--- config.mk ---
export PLATFORM = sky130hd
export DESIGN_NAME = sector_write_capture
export DESIGN_NICKNAME = d
export VERILOG_FILES = /design/src/rtl/sector_cap_pkg.sv /design/src/rtl/cap_check_tracker.sv /design/src/rtl/cap_word_assembler.sv /design/src/rtl/sector_write_capture.sv
export SDC_FILE = /design/constraint.sdc
export NUM_CORES = 1
export LEC_CHECK = 0
export BUFFER_PORTS_ARGS = -buffer_cell sky130_fd_sc_hd__buf_2
export CAP_MARGIN = 20
export CORE_MARGIN = 2
export CORE_UTILIZATION = 45
export DETAILED_ROUTE_END_ITERATION = 7
export PLACE_DENSITY = 0.66
export SYNTH_ARGS = -nofsm -noshare
export SYNTH_HDL_FRONTEND = slang
export SYNTH_SLANG_ARGS = --single-unit
--- constraint.sdc ---
create_clock -name clk -period 1.8 [get_ports clk]
set_clock_uncertainty 0.15 [all_clocks]
set_input_delay 0.18 -clock clk [delete_from_list [all_inputs] [get_ports clk]]
set_output_delay 0.18 -clock clk [all_outputs]
set_load 0.005 [all_outputs]
--- src/rtl/sector_cap_pkg.sv ---
package sector_cap_pkg;

  typedef enum logic [2:0] {
    ST_IDLE = 3'd0,
    ST_PRE  = 3'd1,
    ST_SYNC = 3'd2,
    ST_DATA = 3'd3,
    ST_POST = 3'd4
  } cap_state_e;

  // Value the check cell at position idx (0 = first sent) must carry,
  // given the ones count modulo 4 of the word's data bits.
  function automatic logic chk_expect(input logic [1:0] ones, input logic [1:0] idx);
    logic [1:0] need;
    need = ~ones + 2'd1;
    return idx < need;
  endfunction

  function automatic logic [1:0] ones_step(input logic [1:0] ones, input logic b);
    return ones + {1'b0, b};
  endfunction

endpackage

--- src/rtl/cap_check_tracker.sv ---
module cap_check_tracker
  import sector_cap_pkg::*;
(
  input  logic       clk,
  input  logic       rst_n,
  input  logic       clear,
  input  logic       data_en,
  input  logic       chk_en,
  input  logic [1:0] chk_idx,
  input  logic       word_end,
  input  logic       bit_in,
  output logic       mismatch,
  output logic       check_err
);

  logic [1:0] ones_q;

  assign mismatch = chk_en && (bit_in != chk_expect(ones_q, chk_idx));

  always_ff @(posedge clk or negedge rst_n) begin
    if (!rst_n) begin
      ones_q    <= 2'd0;
      check_err <= 1'b0;
    end else begin
      if (clear || word_end) ones_q <= 2'd0;
      else if (data_en)      ones_q <= ones_step(ones_q, bit_in);
      if (clear)             check_err <= 1'b0;
      else if (mismatch)     check_err <= 1'b1;
    end
  end

  // once set, the flag holds until a write start clears it
  p_err_sticky_r6: assert property (@(posedge clk) disable iff (!rst_n)
    check_err && !clear |=> check_err);

  // a mismatching check cell raises the flag
  p_err_set_r6: assert property (@(posedge clk) disable iff (!rst_n)
    mismatch && !clear |=> check_err);

  // data cells and check cells never coincide
  p_phase_excl_r5: assert property (@(posedge clk) disable iff (!rst_n)
    !(data_en && chk_en));

endmodule

--- src/rtl/cap_word_assembler.sv ---
module cap_word_assembler #(
  parameter int DATA_BITS = 16,
  parameter int ADDR_W    = 9
) (
  input  logic                 clk,
  input  logic                 rst_n,
  input  logic                 shift_en,
  input  logic                 commit,
  input  logic                 bit_in,
  input  logic [ADDR_W-1:0]    addr_in,
  output logic                 mem_we,
  output logic [ADDR_W-1:0]    mem_addr,
  output logic [DATA_BITS-1:0] mem_wdata
);

  logic [DATA_BITS-2:0] shreg;

  always_ff @(posedge clk or negedge rst_n) begin
    if (!rst_n) begin
      shreg     <= '0;
      mem_we    <= 1'b0;
      mem_addr  <= '0;
      mem_wdata <= '0;
    end else begin
      mem_we <= commit;
      if (shift_en) shreg <= {shreg[DATA_BITS-3:0], bit_in};
      if (commit) begin
        mem_wdata <= {shreg, bit_in};
        mem_addr  <= addr_in;
      end
    end
  end

  // the write strobe lasts exactly one clock
  p_we_single_r3: assert property (@(posedge clk) disable iff (!rst_n)
    mem_we |=> !mem_we);

  // the last data cell always produces a strobe
  p_commit_we_r3: assert property (@(posedge clk) disable iff (!rst_n)
    commit |=> mem_we);

endmodule

--- src/rtl/sector_write_capture.sv ---
module sector_write_capture
  import sector_cap_pkg::*;
#(
  parameter int DATA_BITS = 16,
  parameter int MAX_WORDS = 321,
  parameter int SYNC_TAIL = 4
) (
  input  logic        clk,
  input  logic        rst_n,
  input  logic        write_gate,
  input  logic        sector_pulse,
  input  logic        bit_valid,
  input  logic        bit_data,
  output logic        mem_we,
  output logic [8:0]  mem_addr,
  output logic [15:0] mem_wdata,
  output logic        check_err
);

  localparam int CHECK_BITS = 4;
  localparam int CELLS      = DATA_BITS + CHECK_BITS;
  localparam int CNT_W      = $clog2(CELLS);
  localparam int ADDR_W     = $clog2(MAX_WORDS);
  localparam int SC_W       = $clog2(SYNC_TAIL + 1);

  cap_state_e        state;
  logic [CNT_W-1:0]  bit_cnt;
  logic [ADDR_W-1:0] word_cnt;
  logic [SC_W-1:0]   sync_cnt;

  // named internal events
  logic start_write, gate_lost, cell_in, in_data_part;
  logic data_en, commit, chk_en, word_end, last_word, mismatch;
  logic [1:0] chk_idx;

  assign start_write  = (state == ST_IDLE) && write_gate;
  assign gate_lost    = (state == ST_PRE || state == ST_SYNC || state == ST_DATA) && !write_gate;
  assign cell_in      = (state == ST_DATA) && write_gate && bit_valid;
  assign in_data_part = bit_cnt < CNT_W'(DATA_BITS);
  assign data_en      = cell_in && in_data_part;
  assign commit       = cell_in && (bit_cnt == CNT_W'(DATA_BITS - 1));
  assign chk_en       = cell_in && !in_data_part;
  assign chk_idx      = 2'(bit_cnt - CNT_W'(DATA_BITS));
  assign word_end     = cell_in && (bit_cnt == CNT_W'(CELLS - 1));
  assign last_word    = word_end && (word_cnt == ADDR_W'(MAX_WORDS - 1));

  always_ff @(posedge clk or negedge rst_n) begin
    if (!rst_n) begin
      state    <= ST_IDLE;
      bit_cnt  <= '0;
      word_cnt <= '0;
      sync_cnt <= '0;
    end else begin
      case (state)
        ST_IDLE: if (write_gate) begin
          state    <= ST_PRE;
          bit_cnt  <= '0;
          word_cnt <= '0;
        end
        ST_PRE: begin
          if (!write_gate) state <= ST_POST;
          else if (bit_valid && bit_data) begin
            state    <= ST_SYNC;
            sync_cnt <= '0;
          end
        end
        ST_SYNC: begin
          if (!write_gate) state <= ST_POST;
          else if (bit_valid) begin
            if (sync_cnt == SC_W'(SYNC_TAIL - 1)) begin
              state   <= ST_DATA;
              bit_cnt <= '0;
            end else begin
              sync_cnt <= sync_cnt + 1'b1;
            end
          end
        end
        ST_DATA: begin
          if (!write_gate) state <= ST_POST;
          else if (bit_valid) begin
            if (word_end) begin
              bit_cnt  <= '0;
              word_cnt <= word_cnt + 1'b1;
              if (last_word) state <= ST_POST;
            end else begin
              bit_cnt <= bit_cnt + 1'b1;
            end
          end
        end
        ST_POST: if (sector_pulse) state <= ST_IDLE;
        default: state <= ST_IDLE;
      endcase
    end
  end

  cap_check_tracker u_check (
    .clk       (clk),
    .rst_n     (rst_n),
    .clear     (start_write),
    .data_en   (data_en),
    .chk_en    (chk_en),
    .chk_idx   (chk_idx),
    .word_end  (word_end),
    .bit_in    (bit_data),
    .mismatch  (mismatch),
    .check_err (check_err)
  );

  cap_word_assembler #(
    .DATA_BITS (DATA_BITS),
    .ADDR_W    (ADDR_W)
  ) u_asm (
    .clk       (clk),
    .rst_n     (rst_n),
    .shift_en  (data_en),
    .commit    (commit),
    .bit_in    (bit_data),
    .addr_in   (word_cnt),
    .mem_we    (mem_we),
    .mem_addr  (mem_addr),
    .mem_wdata (mem_wdata)
  );

  // idle holds while the gate is low
  p_idle_hold_r1: assert property (@(posedge clk) disable iff (!rst_n)
    (state == ST_IDLE) && !write_gate |=> (state == ST_IDLE));

  // a lost gate ends the sector on the next edge
  p_gate_drop_r8: assert property (@(posedge clk) disable iff (!rst_n)
    gate_lost |=> (state == ST_POST));

  // the final word leads to the postamble
  p_last_word_r7: assert property (@(posedge clk) disable iff (!rst_n)
    last_word |=> (state == ST_POST));

  // sector pulse closes the postamble
  p_post_exit_r9: assert property (@(posedge clk) disable iff (!rst_n)
    (state == ST_POST) && sector_pulse |=> (state == ST_IDLE));

  // nothing is written once in the postamble
  p_post_silent_r9: assert property (@(posedge clk) disable iff (!rst_n)
    (state == ST_POST) |=> !mem_we);

  // a write start clears the error flag
  p_err_clear_r6: assert property (@(posedge clk) disable iff (!rst_n)
    start_write |=> !check_err);

  // addresses stay inside the sector
  p_addr_range_r4: assert property (@(posedge clk) disable iff (!rst_n)
    mem_we |-> (mem_addr <= 9'(MAX_WORDS - 1)));

  // the mark tail is only counted while in the mark state
  p_sync_bound_r2: assert property (@(posedge clk) disable iff (!rst_n)
    (state == ST_SYNC) |-> (sync_cnt < SC_W'(SYNC_TAIL)));

endmodule

* Word-level counts from Yosys, hierarchy flattened
Cells that the tools add are included.
** Word-level totals
- Bits in latches :: 0
- Bits in read-only memories :: 0
- RAM bits :: 0
- Output and inout port bits :: 27
- Memories kept :: 0
- Input bits :: 6
- Bits in registers :: 64
** Cells by class
- Shift operators :: 0
- Order comparisons :: 2
- Equality and inequality tests :: 26
- Add/sub/neg operators :: 6
- Bitwise gates (word level) :: 1
- Reductions and logical operators :: 22
- Multiply operators :: 0
- Divide/modulo/power cells :: 0
- Multiplexer cells :: 35
** Operator list (number)
- $mux 3 :: 16
- $mux 9 :: 4
- $mux 5 :: 7
- $pmux 9 s2 :: 1
- $ne 2x2->1 const B :: 8
- $pmux 3 s5 :: 1
- $pmux 5 s3 :: 1
- $logic_and 1x1->1 :: 10
- $add 9x1->9 const B :: 1
- $eq 3x2->1 const B :: 3
- $eq 9x9->1 const B :: 1
- $ne 3x2->1 const B :: 3
- $ne 3x3->1 const B :: 3
- $reduce_and 8->1 :: 1
- $reduce_bool 2->1 :: 4
- $reduce_and 7->1 :: 1
- $ne 2x1->1 const B :: 3
- $pmux 3 s2 :: 1
- $reduce_and 6->1 :: 1
- $add 5x1->5 const B :: 1
- $eq 5x4->1 const B :: 1
- $eq 5x5->1 const B :: 1
- $lt 5x5->1 const B :: 1
- $reduce_and 5->1 :: 1
- other kinds (15) :: 17

* Longest topological paths before layout
Gate-level depths: netlist of the first run.
- Word-level depth :: 10
- Gate-level depth with buffers :: 6

* Modules after synthesis
From an unflattened synthesis of the first run, not the netlist that was laid out.
** Unflattened totals
- Cells, all modules :: 242
- Area total of the unflattened synthesis :: 3146.8 µm²
** Modules (own cells, without submodules)
- cap_word_assembler :: instances 1, sequential area each 1026.0 µm², area an instance 1666.6 µm², cells each 86
- sector_write_capture :: instances 1, sequential area each 500.5 µm², area an instance 1258.7 µm², cells each 133
- cap_check_tracker :: instances 1, sequential area each 75.1 µm², area an instance 221.5 µm², cells each 23

* Worst setup path before layout of the first run
No wires, ideal clock.
- Path kind :: register -> register
- From :: register bit_cnt[0]
- To :: register word_cnt[3]
- Cell stages (with the launch flop) :: 7
- Clock period less this slack :: 2.015 ns
- Slack :: -0.215 ns
- Setup time :: 0.064 ns
- Path buffers :: 1
- Arrival :: 1.801 ns
- Path through :: dfrtp_1 -> ha_1 -> or3b_4 -> or4_4 -> buf_6 -> o31ai_2 -> a21o_1
** Between the ends
- Longest elaborated chain between the ends :: 4
** RTL lines
- start, declared :: RTL line sector_write_capture.sv:27 : logic [CNT_W-1:0] bit_cnt;
- start signal, assigned :: RTL line sector_write_capture.sv:86 : bit_cnt <= bit_cnt + 1'b1;
- $eq 5x5->1 :: RTL line sector_write_capture.sv:44 : assign word_end = cell_in && (bit_cnt == CNT_W'(CELLS - 1));
- $logic_and 1x1->1 :: RTL line sector_write_capture.sv:44
- $ne 2x1->1 (no line)
- $reduce_and 5->1 (no line)
- end signal, assigned :: RTL line sector_write_capture.sv:83 : word_cnt <= word_cnt + 1'b1;
- end, declared :: RTL line sector_write_capture.sv:28 : logic [ADDR_W-1:0] word_cnt;
No other way between the ends.
A chain may end at the register's enable or synchronous reset.

* Worst setup path in the final report of the first run
Ends and elaborated chain as after synthesis.

==> results of run 1 <==
[sequential cells by signal (all words and copies together), names as in the netlist]
register	count
sync_cnt	3
bit_cnt	5
u_asm.mem_we	1
state	3
u_asm.shreg	15
u_asm.mem_wdata	16
u_check.check_err	1
u_check.ones_q	2
u_asm.mem_addr	9
word_cnt	9
[power by group through the flow]
stage	clock network, mW	registers [mW]	logic (mW)
5_1_grt	1.65	1.47	0.318
6_report	1.56	1.47	0.293
2_1_floorplan	0	1.49	0.115
3_3_place_gp	0	1.49	0.233
4_1_cts	1.58	1.47	0.272
3_5_place_dp	0	1.49	0.233
[worst max-delay path: cells and delay by family, from the launching register on]
kind | cells | cell delay (ns)
and+or+nand+nor | 2 | 0.91
DFF | 1 | 0.36
AOI/OAI and AO/OA | 2 | 0.34
adders and majority gates | 1 | 0.22
[what timing repair did]
| item | 4_1_cts | 5_1_grt |
|---|---|---|
| endpoints found under the hold margin | 15 | 0 |
| hold buffers | 1 | 0 |
| pin swaps | 3 | 10 |
| gates cloned | 3 | 0 |
| buffers inserted | 4 | 4 |
| gates resized for setup | 25 | 14 |
| endpoints found under the setup margin | 44 | 46 |
[final cells by class]
class	instances	share of cell area, %
Clock inverter	7	3.14
Multi-Input combinational cell	151	35.4
Timing Repair Buffer	71	15.1
Sequential cell	64	40.2
Inverter	6	0.566
Tap cell	77	2.42
Clock buffer	9	3.11
[cells by family (layout without fill, tap and decap cells)]
logic type | after synthesis | count (layout)
simple gates | 64 | 64
flops | 64 | 64
compound gates | 31 | 31
mux | 45 | 45
fa+ha+maj | 8 | 8
buf+inv | 14 | 93
xor+xnor | 3 | 3
[layout by cell type (no fill, tap or decap), types with 7 or more instances in the layout]
cell	n
and3_1	8
buf_12	7
buf_2	32
buf_4	24
clkbuf_8	9
dfrtp_1	64
mux2_2	41
nand3_1	10
nor3_1	7
[metrics by stage]
stage / setup TNS, ns / utilization (%)
6_report: -5.00 / 62.7
5_1_grt: -7.22 / 62.7
4_1_cts: -4.02 / 61.1
3_5_place_dp: -3.86 / 53.8
3_3_place_gp: -2.57 / 53.8
2_1_floorplan: -4.10 / -
[routing by layer]
metal | wire length, um | vias up | global-route usage, %
met5 | 0 | - | 0
met3 | 298 | 13 | 6.13
met2 | 3140 | 54 | 30.1
met1 | 2850 | 1075 | 23.9
met4 | 116 | 0 | 6.35
li1 | - | 998 | -
[worst paths after layout]
kind,endpoint,slack [ns],cells after the start
max,word_cnt[3],-0.24,5
min,state[1],0.06,3
max reg2reg,word_cnt[3],-0.24,5
min reg2reg,u_check.check_err,0.33,2
max in group asynchronous,u_asm.mem_wdata[15],0.74,3
min in group asynchronous,u_asm.mem_addr[3],0.15,2
==> summary.txt, run 1 <==
Final layout
  • Area growth syn-to-layout: 35.1%
  • Share of layout cells above drive strength 1: 51.9%
  • Number of fill cells in the layout: 485
  • Nets@finish: 317
  • N_diodes: 0
  • Final Cell Area: 3980 sq um
  • Storage cell area: 1600 sq um
  • Multi-input logic area: 1410 sq um
  • Non-filler cells in the finished layout: 385

Critical path
  • Max incr delay on CP: 0.50 ns
  • CP max stage cell: or4_4
  • CP arrival: 2.18 ns
  • CP endpoint kind: register
  • CP Launch Type: register
  • Crit path max fanout: 7
  • Worst Setup SP: bit_cnt[0]
  • Worst R2R Start: bit_cnt[0]
  • Worst EP required: 1.94 ns
  • Crit-path cells: ha_2 > or3b_4 > or4_4 > o31ai_2 > a21o_1
  • CP Class: register to register

Synthesis
  • Top_reg_cell synth: dfrtp_1
  • Sequential area share after synthesis: 54.3%
  • Most frequent cell after synthesis: dfrtp_1
  • Async SR Flop Fraction: 100%
  • Post-synth net total: 243
  • Largest family of logic cells by synthesized area: multiplexers
  • Mux cell area share after synthesis: 17.2%
  • Synthesized area: 2950 sq um
  • Synth Area in Simple Gates: 13.9%
  • Largest area contributor in the netlist: dfrtp_1
  • Synthesized flop and latch total: 64
  • Synth top cells by count: 64 x dfrtp_1, 45 x mux2_2, 10 x nand3_1
  • Ranking of synthesized cells by area: dfrtp_1 54%, mux2_2 17%, ha_1 3.4%
  • YS warnings: 0
  • Adder-cell share of the synthesized area: 3.40%
  • Number of distinct library cells after synthesis: 48
  • Number of synthesized flops with an enable pin: 0
  • Top cell type's share of synthesized area: 54.3%
  • Syn_area_per_cell: 12.9 sq um
  • Xor-xnor portion of the synthesized cell area: 0.891%
  • Synth Area in Compound Gates: 7.98%
  • Mapped Cells: 229

Drt
  • Total Routed Length: 6410 um
  • Post-DRT Antenna Nets: 0
  • Via count: 2,140
  • Detailed Route Iter0 Violations: 175
  • Post-route DRC: 0
  • First-pass DRT Iterations: 5
  • Vias per cell: 5.56
  • Routed WL per cell: 16.7 um

Clock tree
  • Clk slew on worst S/H paths: 0.08 ns
  • H-tree levels: 3
  • Clock latency on the worst-skew pair: 0.35 ns
  • CTS tree: built
  • Root Driver: clkbuf_8
  • Sink Count: 64
  • CTS buffer count: 9
  • CTS Buffer Depth: 2

STA
  • Period utilization: 113%
  • Final Hold Fails: 0
  • Final min period: 2.04 ns
  • Setup Viol. Count Final: 41
  • Worst Tran Pin Value: 0.439 ns
  • Worst slew margin: 70.7%
  • Fin. max-slew vios: 0
  • Hold WS: 0.0553 ns
  • Worst setup margin: -0.241 ns
  • RSZ-0062 raised after global routing: true
  • FMAX: 490 MHz

Pwr
  • NetSw: 0.799 mW
  • Logic pwr share: 8.8%
  • Largest vdd supply drop: 0.000748 V
  • PD cells: 833 nW/um^2
  • Leakage: 2.11 nW
  • Total power: 3.32 mW
  • Seq pwr share: 44.2%
  • Pint: 2.52 mW
  • Clock group share of total power: 47.0%
  • Sw frac: 24.1%

Placed design
  • Port-buffer cells: 32
  • # placed instances: 357
  • Detailed Place HPWL: 3890 um
  • GP Congestion: 0.785
  • Place WS: -0.200 ns
  • Area after DPL: 3420 sq um

Global routing
  • Largest net degree at the start of global routing: 50
  • Total congestion overflow: 0
  • Tot GR Track Use: 18.7%
  • Vias in the first global route: 2,115
  • Initial antenna violation count: 0
  • First-pass GRT wire length: 10,400 um

Die
  • Core area: 6350 sq um
  • Die Ht: 84.9 um
  • Die Wd: 84.9 um
  • Row Count: 29
  • Starting Density: 46.4%
  • Die ar.: 7210 sq um
  • I/O pin count: 33

Job
  • MaxCap Viol Count: 0

Hold path
  • Hold Path Origin: bit_valid
  • Hold Path Class: primary input to register

Status
  • Status: finished, violations left
  • Failing checks: setup timing
(Power assumes the default switching activity.)
==> run 2: changes to the inputs <==
--- a/config.mk
+++ b/config.mk
@@ -10,6 +10,7 @@
 export CORE_MARGIN = 2
 export CORE_UTILIZATION = 45
 export DETAILED_ROUTE_END_ITERATION = 7
+export MAX_ROUTING_LAYER = met4
 export PLACE_DENSITY = 0.66
 export SYNTH_ARGS = -nofsm -noshare
 export SYNTH_HDL_FRONTEND = slang
==> run 2 against run 1 <==
Against the previous run:
- the run still ends with setup timing left
- design area did not move
- die area unchanged
- worst setup slack worse by 0.0064 ns
- maximum frequency decreased by 0.31%
==> summary.txt, run 2 (synthesis gave the netlist of run 1 again) <==
Status
  • Status: finished, violations left
  • Failing checks: setup timing

STA
  • Final min period: 2.05 ns (+0.00642 ns)
  • Worst Tran Pin Value: 0.450 ns (+0.0108 ns)
  • RSZ-0062 raised after global routing: true
  • Period utilization: 114% (+0.36 points)
  • Fin. max-slew vios: 0 (unchanged)
  • Worst setup margin: -0.248 ns (-0.00642 ns)
  • Setup Viol. Count Final: 41 (unchanged)
  • FMAX: 488 MHz (-0.31%)
  • Final Hold Fails: 0 (unchanged)
  • Worst slew margin: 70.0% (-0.72 points)

Die
  • Row Count: 29 (unchanged)
  • I/O pin count: 33 (unchanged)
  • Die Ht: 84.9 um (unchanged)
  • Core area: 6350 sq um (unchanged)
  • Starting Density: 46.4% (unchanged)
  • Die Wd: 84.9 um (unchanged)
  • Die ar.: 7210 sq um (unchanged)

Critical path
  • Crit-path cells: ha_2 > or3b_4 > or4_4 > o31ai_2 > a21o_1
  • CP max stage cell: or4_4
  • Crit path max fanout: 7 (unchanged)
  • Worst EP required: 1.94 ns (about the same)
  • Max incr delay on CP: 0.50 ns (about the same)
  • CP endpoint kind: register
  • CP Launch Type: register
  • Worst path buffer plus inverter count: 0 (unchanged)
  • CP arrival: 2.19 ns (about the same)
  • Crit path max-delay family: simple AND/OR/NAND/NOR gates
  • CP Class: register to register
  • Flop-to-flop setup slack: -0.25 ns (about the same)

Pwr
  • PD cells: 831 nW/um^2 (-0.19%)
  • Leakage: 2.11 nW (unchanged)
  • Largest vdd supply drop: 0.000747 V (-0.18%)

Placed design
  • Detailed Place HPWL: 3890 um (unchanged)
  • GP Congestion: 0.796 (+1.4%)
  • Port-buffer cells: 32 (unchanged)
  • Area after DPL: 3420 sq um (unchanged)

Final layout
  • Nets@finish: 317 (unchanged)
  • N_diodes: 0 (unchanged)
  • Largest register FFs: 16 (unchanged)
  • Multi-input logic area: 1410 sq um (unchanged)
  • Final core utilization: 62.7% (unchanged)
  • Area growth syn-to-layout: 35.1% (unchanged)
  • Number of fill cells in the layout: 485 (unchanged)
  • Final Cell Area: 3980 sq um (unchanged)
  • Reg with most FFs: u_asm.mem_wdata
  • Largest registers: u_asm.mem_wdata x16, u_asm.shreg x15
  • Storage cell area: 1600 sq um (unchanged)
  • Share of layout cells above drive strength 1: 51.9% (unchanged)
  • Most frequent cells in the layout: 64 x dfrtp_1, 41 x mux2_2, 32 x buf_2
  • Commonest non-fill, non-tap cell in the layout: dfrtp_1

Clock tree
  • Sink Count: 64 (unchanged)
  • Root Driver: clkbuf_8
  • CTS Buffer Depth: 2 (unchanged)
  • CTS buffer count: 9 (unchanged)
  • Clock latency on the worst-skew pair: 0.34 ns (about the same)
  • H-tree levels: 3 (unchanged)
  • CTS tree: built
  • Clk slew on worst S/H paths: 0.08 ns (about the same)

Global routing
  • Vias in the first global route: 2,117 (+0.095%)
  • Tot GR Track Use: 19.2% (+0.57 points)
  • Initial antenna violation count: 0 (unchanged)
  • Largest net degree at the start of global routing: 50 (unchanged)
  • First-pass GRT wire length: 10,400 um (-0.13%)
  • Total congestion overflow: 0 (unchanged)

Drt
  • Via count: 2,138 (-0.093%)
  • DR WL met3: 260 um (-13%)
  • Max Used Layer: met4
  • DR WL met2: 3140 um (-0.22%)
  • Routed length on met1: 2900 um (+1.9%)
  • First-pass DRT Iterations: 6 (+1)
  • Post-route DRC: 0 (unchanged)
  • Vias per cell: 5.55 (about the same)
  • Post-DRT Antenna Nets: 0 (unchanged)
  • Total Routed Length: 6420 um (+0.12%)
  • Routed WL per cell: 16.7 um (+0.12%)
  • Detailed Route Iter0 Violations: 217 (+24%)

Job
  • MaxCap Viol Count: 0 (unchanged)

Hold path
  • Hold Path Class: primary input to register
==> run 2: cell counts in the layout (fill, tap and decap cells not counted) <==
Identical to the previous run, type by type.
==> run 2: worst reg2reg max path, stage by stage (launching register included) <==
cell and delay (ns):
dfrtp_1 0.36, ha_2 0.22, or3b_4 0.42, or4_4 0.51
o31ai_2 0.24, a21o_1 0.10
==> run 2: metrics by stage <==
| stage | total power [mW] | setup WS (ns) | hold WS, ns | std cells | TNS [ns] |
|---|---|---|---|---|---|
| detailed placement | 1.73 | -0.200 | -0.0116 | 357 | -3.86 |
| finish | 3.31 | -0.248 | 0.0578 | 385 | -5.08 |
| floorplan | 1.61 | -0.215 | -0.266 | 229 | -4.10 |
| global placement | 1.73 | -0.155 | -0.00747 | 357 | -2.57 |
| global route | 3.43 | -0.319 | 0.0414 | 385 | -7.22 |
| CTS | 3.32 | -0.215 | 0.0317 | 381 | -4.02 |
==> run 2: cell type report <==
cell class	instances	area share, %
multi-input cells	151	35.4
clock inverters	7	3.14
flip-flops and latches	64	40.2
repair buffers	71	15.1
well taps	77	2.42
inverters	6	0.566
clock buffers	9	3.11
==> run 2: final timing paths <==
check                                  start                   to  cells after the start
max in group asynchronous              rst_n  u_asm.mem_wdata[15]                      3
max reg2reg                       bit_cnt[0]          word_cnt[3]                      5
min reg2reg                u_check.check_err    u_check.check_err                      2
min in group asynchronous              rst_n    u_asm.mem_addr[3]                      2
min                                bit_valid             state[1]                      3
max                               bit_cnt[0]          word_cnt[3]                      5
==> run 2: per-layer routing <==
metal | vias up | GRT usage [%]
met5 | - | -
met4 | 0 | 6.35
met3 | 11 | 6.03
met2 | 45 | 30.1
met1 | 1080 | 24.0
li1 | 1002 | -
==> run 2: report_power, final <==
group          total [mW]  switching (mW)  internal, mW
clock                1.55           0.615         0.937
sequential           1.47          0.0123          1.45
combinational       0.293           0.165         0.128
total                3.31           0.793          2.52
==> run 2: timing repair <==
action,CTS,global route
setup buffers,4,4
setup endpoints to repair,44,46
hold buffers,1,0
pin swaps,3,10
gates cloned,3,0
gates resized for setup,25,14
endpoints found under the hold margin,15,0
